===== config.mk =====
export PLATFORM = sky130hd
export DESIGN_NAME = vec_nez_cmp
export DESIGN_NICKNAME = d
export VERILOG_FILES = /design/src/rtl/vnez_pkg.sv /design/src/rtl/vnez_ctrl.sv /design/src/rtl/vnez_dpath.sv /design/src/rtl/vec_nez_cmp.sv
export SDC_FILE = /design/constraint.sdc
export NUM_CORES = 1
export LEC_CHECK = 0
export BUFFER_PORTS_ARGS = -buffer_cell sky130_fd_sc_hd__buf_2
export CORE_AREA = 4 4 155 157
export DETAILED_ROUTE_END_ITERATION = 10
export DIE_AREA = 0 0 159 161
export SYNTH_ARGS = -nofsm -noshare
export SYNTH_HDL_FRONTEND = slang
export SYNTH_SLANG_ARGS = --single-unit

===== constraint.sdc =====
create_clock -name clk -period 1.52 [get_ports clk]
set_input_delay 0.304 -clock clk [delete_from_list [all_inputs] [get_ports clk]]
set_output_delay 0.304 -clock clk [all_outputs]
set_load 0.02 [all_outputs]

===== src/rtl/vnez_pkg.sv =====
package vnez_pkg;

  localparam int SUBOP_VCMP = 3;
  localparam int MINOR_BYTE = 4;
  localparam int MINOR_HALF = 5;
  localparam int MINOR_WORD = 6;
  localparam int REC_BIT    = 4;

  typedef enum logic [1:0] {
    ES_BYTE = 2'd0,
    ES_HALF = 2'd1,
    ES_WORD = 2'd2,
    ES_NONE = 2'd3
  } elemSize_e;

  typedef struct packed {
    logic      go;
    logic      illegal;
    logic      record;
    elemSize_e size;
  } cmdStrobe_t;

endpackage


===== src/rtl/vnez_ctrl.sv =====
module vnez_ctrl
  import vnez_pkg::*;
#(
  parameter int SUB_W   = 6,
  parameter int MINOR_W = 5
) (
  input  logic               inValid,
  input  logic [SUB_W-1:0]   subOp,
  input  logic [MINOR_W-1:0] minorOp,
  output cmdStrobe_t         cmd
);

  localparam logic [MINOR_W-1:0] REC_MASK = MINOR_W'(1) << REC_BIT;

  logic [MINOR_W-1:0] baseCode;
  logic               subHit;
  elemSize_e          sizeDec;

  assign baseCode = minorOp & ~REC_MASK;
  assign subHit   = (subOp == SUB_W'(SUBOP_VCMP));

  always_comb begin
    case (baseCode)
      MINOR_W'(MINOR_BYTE): sizeDec = ES_BYTE;
      MINOR_W'(MINOR_HALF): sizeDec = ES_HALF;
      MINOR_W'(MINOR_WORD): sizeDec = ES_WORD;
      default:              sizeDec = ES_NONE;
    endcase
  end

  always_comb begin
    cmd.go      = inValid;
    cmd.illegal = !subHit || (sizeDec == ES_NONE);
    cmd.record  = minorOp[REC_BIT];
    cmd.size    = sizeDec;
  end

endmodule


===== src/rtl/vnez_dpath.sv =====
module vnez_dpath
  import vnez_pkg::*;
#(
  parameter int VEC_W  = 128,
  parameter int BASE_W = 8
) (
  input  logic             clk,
  input  logic             rstN,
  input  cmdStrobe_t       cmd,
  input  logic [VEC_W-1:0] opA,
  input  logic [VEC_W-1:0] opB,
  output logic             outValid,
  output logic [VEC_W-1:0] result,
  output logic             crWrEn,
  output logic [3:0]       crField,
  output logic             illegalOp
);

  localparam int N_SIZES = 3;

  logic [N_SIZES-1:0][VEC_W-1:0] sizeMask;
  logic [VEC_W-1:0]              laneMask;
  logic                          allSet;
  logic                          noneSet;

  for (genvar s = 0; s < N_SIZES; s++) begin : g_size
    localparam int LW = BASE_W << s;
    localparam int LN = VEC_W / LW;
    for (genvar i = 0; i < LN; i++) begin : g_lane
      logic [LW-1:0] laneA;
      logic [LW-1:0] laneB;
      logic          hit;
      assign laneA = opA[i*LW +: LW];
      assign laneB = opB[i*LW +: LW];
      assign hit   = (laneA == '0) || (laneB == '0) || (laneA != laneB);
      assign sizeMask[s][i*LW +: LW] = {LW{hit}};
    end
  end

  always_comb begin
    case (cmd.size)
      ES_BYTE: laneMask = sizeMask[0];
      ES_HALF: laneMask = sizeMask[1];
      ES_WORD: laneMask = sizeMask[2];
      default: laneMask = '0;
    endcase
  end

  assign allSet  = &laneMask;
  assign noneSet = ~|laneMask;

  always_ff @(posedge clk or negedge rstN) begin
    if (!rstN) begin
      outValid  <= 1'b0;
      result    <= '0;
      crWrEn    <= 1'b0;
      crField   <= 4'b0000;
      illegalOp <= 1'b0;
    end else begin
      outValid  <= cmd.go;
      crWrEn    <= 1'b0;
      illegalOp <= 1'b0;
      if (cmd.go) begin
        if (cmd.illegal) begin
          illegalOp <= 1'b1;
          result    <= '0;
        end else begin
          result <= laneMask;
          if (cmd.record) begin
            crWrEn  <= 1'b1;
            crField <= {allSet, 1'b0, noneSet, 1'b0};
          end
        end
      end
    end
  end


  valid_pulse_chk: assert property (@(posedge clk) disable iff (!rstN)
    cmd.go |=> outValid);


  no_spurious_valid_chk: assert property (@(posedge clk) disable iff (!rstN)
    !cmd.go |=> (!outValid && !crWrEn && !illegalOp && $stable(result)));


  cr_hold_chk: assert property (@(posedge clk) disable iff (!rstN)
    !crWrEn |-> $stable(crField));


  cr_spare_bits_chk: assert property (@(posedge clk) disable iff (!rstN)
    (crField[2] == 1'b0) && (crField[0] == 1'b0));


  cr_all_true_chk: assert property (@(posedge clk) disable iff (!rstN)
    (crWrEn && crField[3]) |-> (&result));


  cr_none_true_chk: assert property (@(posedge clk) disable iff (!rstN)
    (crWrEn && crField[1]) |-> (result == '0));


  illegal_quiet_chk: assert property (@(posedge clk) disable iff (!rstN)
    illegalOp |-> (outValid && !crWrEn && (result == '0)));

endmodule


===== src/rtl/vec_nez_cmp.sv =====
module vec_nez_cmp
  import vnez_pkg::*;
#(
  parameter int VEC_W   = 128,
  parameter int BASE_W  = 8,
  parameter int SUB_W   = 6,
  parameter int MINOR_W = 5
) (
  input  logic               clk,
  input  logic               rstN,
  input  logic               inValid,
  input  logic [SUB_W-1:0]   subOp,
  input  logic [MINOR_W-1:0] minorOp,
  input  logic [VEC_W-1:0]   opA,
  input  logic [VEC_W-1:0]   opB,
  output logic               outValid,
  output logic [VEC_W-1:0]   result,
  output logic               crWrEn,
  output logic [3:0]         crField,
  output logic               illegalOp
);

  cmdStrobe_t cmd;

  vnez_ctrl #(
    .SUB_W  (SUB_W),
    .MINOR_W(MINOR_W)
  ) i_ctrl (
    .inValid(inValid),
    .subOp  (subOp),
    .minorOp(minorOp),
    .cmd    (cmd)
  );

  vnez_dpath #(
    .VEC_W (VEC_W),
    .BASE_W(BASE_W)
  ) i_dpath (
    .clk      (clk),
    .rstN     (rstN),
    .cmd      (cmd),
    .opA      (opA),
    .opB      (opB),
    .outValid (outValid),
    .result   (result),
    .crWrEn   (crWrEn),
    .crField  (crField),
    .illegalOp(illegalOp)
  );

endmodule


==> run_results.csv <==
group,metric,value,unit
worst_setup_path,worstPathRequired,1680,ps
worst_setup_path,critPathArrivalTime,2530,ps
timing,slew_viol_final,0,
cells_and_area,fin_cells,1278,
power,power.density,335.5,nW/um2
timing,setup_ws,-842.7,ps
logic_synthesis,synth.distinct_cells,45,
die,chipHeight,161,um
detailed_routing,dr.pass1.iters,4,
die,num_rows,55,
timing,clock_skew,0,ps
timing,fmax,423.3,MHz
cts,clkTransAtPathRegs,60,ps
logic_synthesis,synthCells,546,
timing,fin_tns_setup,-7463,ps
place,dp_slack,-1181,ps
cells_and_area,nets,1262,
die,core,22500,um2
place,port_buffers,402,
min_path,hold_class,"in -> async",
global_routing,grt_pass1_wl,30.22,mm
detailed_routing,viasPerCell,4.417,
cts,cts_sinks,21,
timing,rsz0062_at_grt,"yes",
worst_setup_path,worstSetupEndpointType,"flop",
worst_setup_path,rr_startpoint,"i_dpath.result[7]",
power,p_leak,4.014,nW
global_routing,grt_overflow_total,0,
detailed_routing,post_drt_wl_per_cell,16.22,um
timing,hold-worst-slack,8.178,ps
detailed_routing,num_vias,5645,
die,initial_core_util,19.42,%
worst_setup_path,crit_type,"in -> reg",
worst_setup_path,critPathMaxFanout,3,
cells_and_area,finish.utilization,35.90,%
die,die_x,159,um
detailed_routing,drt-total-wl,20.73,mm
run_status,violations,"setup timing",
worst_setup_path,rr_worst_depth,1,
global_routing,grt_max_degree,22,
timing,min_period,2363,ps
cts,htree_levels,1,
die,die-area,25600,um2
run_status,status,"complete, but fails checks",
worst_setup_path,r2r_slack,630,ps
cts,cts.path.max_buffers,2,
global_routing,grtUsageTotal,14.31,%
logic_synthesis,postSynthAreaPerCell,8.004,um2
timing,setup_viol,18,
logic_synthesis,ys_seq_elements,21,
global_routing,antenna_found_initial,2,
cts,cts_tree,"built",
global_routing,grt_pass1_vias,5844,
cts,clock_latency,250,ps
logic_synthesis,synth_area,4370,um2
place,dp.final_hpwl,18.19,mm
cts,postCtsHoldBufs,0,
cts,cts_root_buf,"clkbuf_16",
logic_synthesis,yosys_warnings,0,
job,cap_violations,0,
die,io-pin-count,405,
detailed_routing,drc,0,
place,place.gp.congestion,0.8746,
power,ir_worst_vdd,0.3265,mV
place,dp.cells,1262,
timing,finalHoldViolCount,0,
detailed_routing,drtAntennaViolNets,0,
timing,min_period_over_period,155.4,%
cts,numCtsBuffers,3,
worst_setup_path,r2r_end,"i_dpath.result[7]",
worst_setup_path,start_kind,"primary input",
cells_and_area,area_growth,84.83,%
detailed_routing,first_iter_violations,188,
logic_synthesis,seq_area_frac_synth,12.02,%
cells_and_area,drive_gt1_share,68.11,%
## cell usage in the layout (no fill, tap or decap), types with 14 or more instances in the layout
cell	count
nor4_4	15
nand4_1	29
buf_6	47
nor4_1	49
xor2_2	14
xor2_1	112
nor4_2	34
nand2_1	44
buf_4	147
inv_1	17
dfrtp_1	21
buf_2	361
## timing repair
item                                    in CTS  in global routing
resized for setup                           57                104
buffers inserted                             6                 10
endpoints found under the hold margin        0                  0
endpoints found under the setup margin      18                 20
pin swaps                                    9                 27
cloned                                       0                  0
## per-stage QoR
step	cell area, um2	power, W
after floorplan	4444	0.001051
after global placement	7053	0.001879
after detailed placement	7053	0.001894
after CTS	7480	0.002538
after global routing	8078	0.002870
final	8078	0.002710
## registers in the layout, indices dropped and copies added (netlist names)
name               count
i_dpath.result        16
i_dpath.illegalOp      1
i_dpath.crWrEn         1
i_dpath.crField        2
i_dpath.outValid       1
## Yosys cell counts, drive strengths merged
cell	instances	share of area, %
xor2	128	26
buf	115	20
nor4	98	18
nand2	46	4.0
nand4	29	4.2
dfrtp	21	12
inv	21	1.8
o22ai	18	2.6
a41oi	10	2.0
nor3	7	1.2
o21a	5	0.86
or3	5	0.72
a41o	4	0.94
clkbuf	4	0.34
o21ai	4	0.46
o31a	4	0.86
nor3b	3	0.52
o31ai	3	0.63
and3	2	0.34
nand2b	2	0.63
nand3	2	0.23
or4	2	0.43
a2111oi	1	0.23
a21boi	1	0.17
a21o	1	0.17
a21oi	1	0.11
a32o	1	0.23
and2	1	0.17
conb	1	0.086
mux2	1	0.26
nand4b	1	0.20
nor2	1	0.086
nor2b	1	0.14
o211ai	1	0.17
or2	1	0.14
## layer usage
| layer | wire [um] | track usage [%] | vias to the layer above | part of all wire [%] |
|---|---|---|---|---|
| met5 | 0 | 0 | - | 0 |
| met4 | 291 | 3.235 | 0 | 1.4 |
| met3 | 1024 | 2.118 | 18 | 4.9 |
| met2 | 11220 | 27.24 | 213 | 54 |
| met1 | 8193 | 16.94 | 2638 | 40 |
| li1 | - | - | 2776 | - |
## critical path, stage by stage
cell     delay (ps)
buf_2           110
xor2_1          170
nor4_2          350
nand4_1         180
o31a_1          340
nor3_2          270
nand2_1          80
or4_4           540
o31ai_2         190
## kinds of logic after synthesis
kind of cell | Yosys count | share of synthesized area (%)
compound gates | 54 | 9.419
xor+xnor | 128 | 25.65
buf+inv | 140 | 21.84
flops | 21 | 12.02
mux | 1 | 0.2576
other cells | 1 | 0.08580
simple gates | 201 | 30.72
## cell type report
cell class,instances,area [um2]
diodes,2,5.005
clock buffers,4,78.83
fillers,2312,14430
inverters,21,83.83
multi-input cells,386,3523
flip-flops and latches,21,525.5
well taps,285,356.6
repair buffers,559,3505
## power breakdown
part           switching [W]  internal [W]  leakage, nW  total, W
sequential        0.00000187      0.000562        0.289  0.000564
combinational       0.000752      0.000834         3.69   0.00159
clock               0.000202      0.000357       0.0382  0.000560
total               0.000956       0.00175         4.01   0.00271
## worst max-delay path by stage
stage,startpoint,endpoint,slack (ps),depth (start not counted)
floorplan,opA[73],i_dpath.crField[1],-750,8
global placement,opA[10],i_dpath.crField[1],-1170,10
detailed placement,opA[107],i_dpath.crField[1],-1180,10
CTS,opA[33],i_dpath.crField[1],-850,9
global route,opA[118],i_dpath.crField[1],-970,9
finish,opA[63],i_dpath.crField[1],-840,9
No activity file was read; power rests on OpenSTA's default activity.
